$ cat src/rtl/exc_flush_ctrl.sv
`timescale 1ns/1ps
module exc_flush_ctrl #(
  parameter int PCW = 32,
  parameter int CW = 4,
  parameter int SYNC = 2,
  parameter logic [CW-1:0] IRQ_CAUSE = '1
) (
  input  logic           clk,
  input  logic           rst_n,
  input  logic [3:0]     stg_vld,
  input  logic [3:0]     stg_slot,
  input  logic [PCW-1:0] if_pc,
  input  logic [PCW-1:0] id_pc,
  input  logic [PCW-1:0] ex_pc,
  input  logic [PCW-1:0] mem_pc,
  input  logic           ex_fault,
  input  logic [CW-1:0]  ex_code,
  input  logic           mem_fault,
  input  logic [CW-1:0]  mem_code,
  input  logic           ext_irq,
  input  logic           irq_en,
  input  logic           ex_cc_we,
  output logic [3:0]     flush,
  output logic           trap_inject,
  output logic           cc_we,
  output logic [PCW-1:0] epc0,
  output logic [PCW-1:0] epc1,
  output logic [PCW-1:0] epc2,
  output logic [2:0]     epc_vld,
  output logic [CW-1:0]  cause,
  output logic           handler_go
);

  logic [SYNC-1:0] irq_sh;
  logic            irq_s, mem_hit, ex_hit, irq_take;
  logic [3:0]      oldest, sel;
  logic [PCW-1:0]  pcs [4];
  logic [PCW-1:0]  fpc, y1pc, y2pc;
  logic            y1ok, y2ok;
  logic [CW-1:0]   code;

  always_ff @(posedge clk) begin
    if (!rst_n) irq_sh <= '0;
    else        irq_sh <= {irq_sh[SYNC-2:0], ext_irq};
  end
  assign irq_s = irq_sh[SYNC-1];

  assign mem_hit  = stg_vld[3] & mem_fault;
  assign ex_hit   = stg_vld[2] & ex_fault;
  assign irq_take = irq_s & irq_en & ~mem_hit & ~ex_hit & (|stg_vld);

  always_comb begin
    oldest = '0;
    for (int i = 0; i < 4; i++)
      if (stg_vld[i]) oldest = 4'(1 << i);
  end

  assign sel = mem_hit  ? 4'b1000 :
               ex_hit   ? 4'b0100 :
               irq_take ? oldest  : 4'b0000;

  genvar g;
  generate
    for (g = 0; g < 4; g++) begin : g_fl
      assign flush[g] = |sel[3:g];
    end
  endgenerate

  assign trap_inject = |sel;
  assign cc_we = ex_cc_we & stg_vld[2] & ~flush[2];
  assign code = mem_hit ? mem_code : ex_hit ? ex_code : IRQ_CAUSE;

  assign pcs[0] = if_pc;
  assign pcs[1] = id_pc;
  assign pcs[2] = ex_pc;
  assign pcs[3] = mem_pc;

  always_comb begin
    fpc = '0; y1pc = '0; y2pc = '0; y1ok = 1'b0; y2ok = 1'b0;
    for (int i = 0; i < 4; i++)
      if (sel[i]) fpc = pcs[i];
    for (int i = 1; i < 4; i++)
      if (sel[i] && stg_vld[i-1] && stg_slot[i-1]) begin
        y1ok = 1'b1;
        y1pc = pcs[i-1];
      end
    for (int i = 2; i < 4; i++)
      if (sel[i] && stg_vld[i-1] && stg_slot[i-1] && stg_vld[i-2] && stg_slot[i-2]) begin
        y2ok = 1'b1;
        y2pc = pcs[i-2];
      end
  end

  always_ff @(posedge clk) begin
    if (!rst_n) begin
      epc0 <= '0; epc1 <= '0; epc2 <= '0;
      epc_vld <= '0; cause <= '0; handler_go <= 1'b0;
    end else begin
      handler_go <= trap_inject;
      if (trap_inject) begin
        epc0    <= fpc;
        epc1    <= y1pc;
        epc2    <= y2pc;
        epc_vld <= {y2ok, y1ok, 1'b1};
        cause   <= code;
      end
    end
  end

endmodule

$ cat config.mk
export PLATFORM = sky130hd
export DESIGN_NAME = exc_flush_ctrl
export DESIGN_NICKNAME = d
export VERILOG_FILES = /design/src/rtl/exc_flush_ctrl.sv
export SDC_FILE = /design/constraint.sdc
export NUM_CORES = 1
export LEC_CHECK = 0
export BUFFER_PORTS_ARGS = -buffer_cell sky130_fd_sc_hd__buf_2
export CORE_UTILIZATION = 48
export DETAILED_ROUTE_END_ITERATION = 8
export GPL_TIMING_DRIVEN = 0
export PLACE_DENSITY = 0.82
export SLEW_MARGIN = 20
export SYNTH_ARGS = -nofsm -noshare
export SYNTH_HDL_FRONTEND = slang
export SYNTH_SLANG_ARGS = --single-unit
export TNS_END_PERCENT = 50
$ cat constraint.sdc
create_clock -name clk -period 2 [get_ports clk]
set_input_delay 0.3 -clock clk [delete_from_list [all_inputs] [get_ports clk]]
set_output_delay 0.3 -clock clk [all_outputs]
set_load 0.01 [all_outputs]
# Word-level counts from Yosys, hierarchy flattened
# Index checks and enable logic that the tools add are counted.
# W data, S select, Z words.
[totals] elab_cells=55 reg_bits=106 output_inout_bits=110
[classes] n_mux=23 reduce_logical=14 n_bitwise=11
[op_table] cell="$mux W32" count=9
[op_table] cell="$mux W4" count=8
[op_table] cell="$logic_and A1 B1 Y1" count=10
[op_table] cell="$and A1 B1 Y1" count=8
[op_table] cell="$reduce_or A4 Y1" count=2
[op_table] cell="$mux W1" count=6
[op_table] cell="$not A1 Y1" count=3
[op_table] cell="$reduce_or A3 Y1" count=1
[op_table] cell="$reduce_or A2 Y1" count=1

# Depth between registers and ports, before layout
[logic_depth] word_depth=14 ltp_mapped=9 ltp_nobuf=5

# Worst setup path after synthesis
# Ideal clock, no wire load.
[synth_timing] kind="input port to output port" start="input stg_vld[0]" end="output flush[0]" t_arrival_ps=1441 path_buffers=5 path_slack_ps=259 stages=8 required_ps=1700 path_cell_list="buf_2 o311ai_1 and4_1 buf_4 inv_4 buf_6 buf_6 buf_4"
[synth_between] elab_chain_cells=8 word_cells_on_any_way=10 cone_classes="mux: 7; bitwise: 1; reduce/logical: 2"
[synth_lines] element="start: declaration" line="10" source="input logic [3:0] stg_vld,"
[synth_lines] element="$mux W1" line="55" source="if (stg_vld[i]) oldest = 4'(1 << i);"
[synth_lines] element="$mux W4 (3 in a row)" line="55"
[synth_lines] element="$mux W4 *" line="60" source="irq_take ? oldest : 4'b0000;"
[synth_lines] element="$mux W4 *" line="59" source="ex_hit ? 4'b0100 :"
[synth_lines] element="$mux W4 *" line="58" source="assign sel = mem_hit ? 4'b1000 :"
[synth_lines] element="$reduce_or A4 Y1 *"
[synth_lines] element="end: declaration" line="23" source="output logic [3:0] flush,"
# Every way passes the cells marked *; elsewhere a longest branch is shown, timed or not.

# Final worst setup path
[layout_timing] start="register irq_sh[1]" end="output flush[3]"
[layout_between] elab_chain_cells=7
[layout_lines] element="start: declaration" line="34" source="logic [SYNC-1:0] irq_sh;"
[layout_lines] element="start signal: assignment" line="44" source="else irq_sh <= {irq_sh[SYNC-2:0], ext_irq};"
[layout_lines] element="$and A1 B1 Y1 (4 in a row)" line="50" source="assign irq_take = irq_s & irq_en & ~mem_hit & ~ex_hit & (|stg_vld);"
[layout_lines] element="$mux W4" line="60"
[layout_lines] element="$mux W4" line="59"
[layout_lines] element="$mux W4" line="58"
# Every way passes these cells.

==> summary.md <==
| Metric | Value |
|---|---|
| Total of endpoints with negative setup slack in the final report | `0` |
| Count of inserted antenna diode cells | `0` |
| Sum of overflow across all layers after global routing | `0` |
| Detail Route Antenna Nets | `0` |
| Nets in the synthesized netlist | `884` |
| Antenna violations before repair | `0` |
| CORE AREA | `11,600 um2` |
| Outcome | `finished, violations left` |
| Total of warnings raised by yosys | `0` |
| Post-synthesis instance area | `roughly 5700 um2` |
| Count of fill cells added during filler insertion | `1,082` |
| P_sw | `roughly 1.7 mW` |
| Path category of the worst min-delay check | `in2reg` |
| Clock tree from TritonCTS | `built` |
| Drt initial violations | `1,124` |
| Number of global-route vias before repair | `about 7k` |
| Most used cells in the layout excluding fill and tap cells | `buf_2, dfxtp_1, a21oi_1` |
| Sequential group share of total power | `0.431` |
| Routability Congestion | `0.918` |
| Worst voltage drop across the vdd grid | `roughly 0.40 mV` |
| Flip-flop cell with the highest count after synthesis | `dfxtp_1` |
| Overall routed net length | `24,000 um` |
| Setup repair after global routing missed its margin | `yes` |
| Residual DRC | `17` |
| Post-synth EDFFs | `0` |
| Combinational power share | `0.234` |
| Final std cell area, no fill | `7500 um2` |
| Synth top area share | `0.369` |
| Initial standard-cell utilization of the core | `0.497` |
| Tot GR Track Use | `0.381` |
| Cell at the root of the clock tree | `clkbuf_16` |
| Critical path type | `reg2out` |
| Net count reported at finish | `1,148` |
| Clk pwr share | `0.335` |
| Register bit total from synthesis | `between 100 and 150` |
| Leakage | `3.10 nW` |
| Relative area change from synthesis to final layout | `30.4%` |
| Crit share post-route | `0.978` |
| Die Y | `111 um` |
| Crit path capture type | `primary output` |
| Top fanout value on the critical path | `19` |
| Total number of placement rows | `39` |
| Top Ports | `~260` |
| Worst slew margin relative to its limit | `0.572` |
| Number of standard cells after synthesis | `733` |
| Post-synthesis cell type count | `39` |
| Die width | `111 um` |
| Most common cell after layout, fill and taps aside | `buf_2` |
| Async set-reset flop share out of synthesis | `0` |
| Count of input and output buffers | `~260` |
| Die Outline Area | `12,400 um2` |
| Sequential-to-total area share from yosys stat | `0.369` |
| Clock sink total | `about 110` |
| Switching power share of the total | `0.312` |
| HPWL Detailed | `17,400 um` |
| Total clock buffers created by CTS | `9` |
| Largest net degree at the start of global routing | `20` |
| Failing checks | `design-rule violations` |
| First-pass DRT Iterations | `9` |
| Number of vias in the routed layout | `7,490` |
| Max-slew violation count | `0` |
| Global-route wire length before repair | `37,300 um` |
| Clock-pin transition on the worst setup and hold timing paths | `about 0.07 ns` |
| Final Hold Vio Count | `0` |
| Final Total Pwr | `5.46 mW` |
| Worst Hold Margin | `about 0.17 ns` |
| P_int | `roughly 3.8 mW` |
| Max clock buf depth | `2` |
| Launching element type of the critical path | `flop` |
| Worst endpoint data arrival time | `around 1.7 ns` |
| Min cycle time layout | `1.96 ns` |
| Smallest setup slack after layout | `between 0.04 and 0.05 ns` |
| H-tree levels | `3` |
| Layout cells sized above 1 | `0.321` |
| Place WS | `-0.0848 ns` |
| Post-synth top area cell | `dfxtp_1` |
| Most area-consuming cells after synthesis | `dfxtp_1, a21oi_1, a31oi_1, o21ai_0, nand2_1` |
| Max-cap violation count | `0` |
| Data required time at the worst endpoint | `between 1.5 and 2 ns` |
| Detailed-route vias per instance | `6.54` |
| Post-Syn Area per Cell | `between 7 and 8 um2` |
| Power density relative to cell area | `728 nW/um2` |
| Worst Skew | `0.00597 ns` |
| Wire per inst | `21.0 um` |
| Later-pin clock latency in the skew report | `approximately 0.35 ns` |
| Peak Freq | `511 MHz` |
| Worst Max-Slew Pin Slew | `around 0.64 ns` |
| Cell area after placement | `7210 um2` |
## synthesized netlist by cell type (2+ instances only)
cell / n
o21ai_1: 23
nand3_1: 18
o311ai_0: 14
nand2_1: 67
clkbuf_1: 48
buf_1: 2
o22ai_1: 32
nand4_1: 32
o221ai_1: 4
and2_1: 7
buf_6: 15
buf_2: 22
dfxtp_1: 106
o21a_1: 3
a222oi_1: 14
a21oi_1: 101
clkbuf_2: 2
nor2_1: 8
and3_1: 2
inv_1: 2
buf_4: 6
a32oi_1: 18
o21ai_0: 76
a31oi_1: 64
nand3b_1: 33
## metal layers
| metal | part of all wire | global-route usage | vias to the layer above |
|---|---|---|---|
| li1 | - | - | 3352 |
| met1 | 0.40 | 0.506 | 3507 |
| met2 | 0.46 | 0.615 | 568 |
| met3 | 0.11 | 0.0637 | 63 |
| met4 | 0.029 | 0.156 | 0 |
| met5 | 0 | 0 | - |
## final timing paths
kind | startpoint | to | slack [ns] | depth (start not counted)
worst min register to register | irq_sh[0] | irq_sh[1] | 0.44 | 1
worst max-delay path | irq_sh[1] | flush[3] | 0.04 | 6
worst max register to register | irq_sh[1] | epc1[23] | 0.11 | 5
worst min-delay path | ext_irq | irq_sh[0] | 0.17 | 2
## cell type report
type                            instances  area, um2  share of cell area
Timing Repair Buffer                  257       1290               0.172
Multi-Input combinational cell        529       3090               0.413
Tap cell                              143        179              0.0239
Inverter                                3       18.8             0.00250
Buffer                                 91        502              0.0669
Clock buffer                           11        243              0.0324
Clock inverter                          5       53.8             0.00717
Sequential cell                       106       2120               0.283
## cell families after synthesis
logic type | Yosys count | synth area share
flip-flops | 106 | 0.369
AND/OR/NAND/NOR | 171 | 0.160
AO/OA/AOI/OAI | 358 | 0.378
buffers and inverters | 98 | 0.0931
## what timing repair did
item                       in CTS  in global routing
setup buffers                   0                  0
setup endpoints to repair       4                  2
gates resized for setup         6                  1
hold buffers                    0                  0
## critical path: stages (launching register included)
cell	delay, ns
dfxtp_2	0.35
and2_4	0.17
a21o_1	0.19
buf_6	0.15
buf_8	0.16
and2_1	0.16
buf_2	0.13
## power groups by stage
| stage | registers (mW) | logic [mW] | clock network (mW) |
|---|---|---|---|
| floorplan | 2.46 | 0.587 | 0 |
| global placement | 2.39 | 1.24 | 0 |
| detailed placement | 2.40 | 1.25 | 0 |
| CTS | 2.35 | 1.25 | 1.81 |
| global route | 2.37 | 1.37 | 1.91 |
| finish | 2.35 | 1.28 | 1.83 |
## state kept, by name (all words and copies together) (netlist names)
signal / flops
cause: 4
epc0: 32
epc1: 32
epc2: 32
epc_vld: 3
handler_go: 1
irq_sh: 2
## through the flow
step	util	cells	TNS, ns
global route	0.648	1145	-0.00197
finish	0.648	1145	0
detailed placement	0.624	1133	-0.149
global placement	0.624	1133	-0.0973
CTS	0.649	1146	0
floorplan	-	733	0
Note: power is estimated with default switching activity, not from simulation.
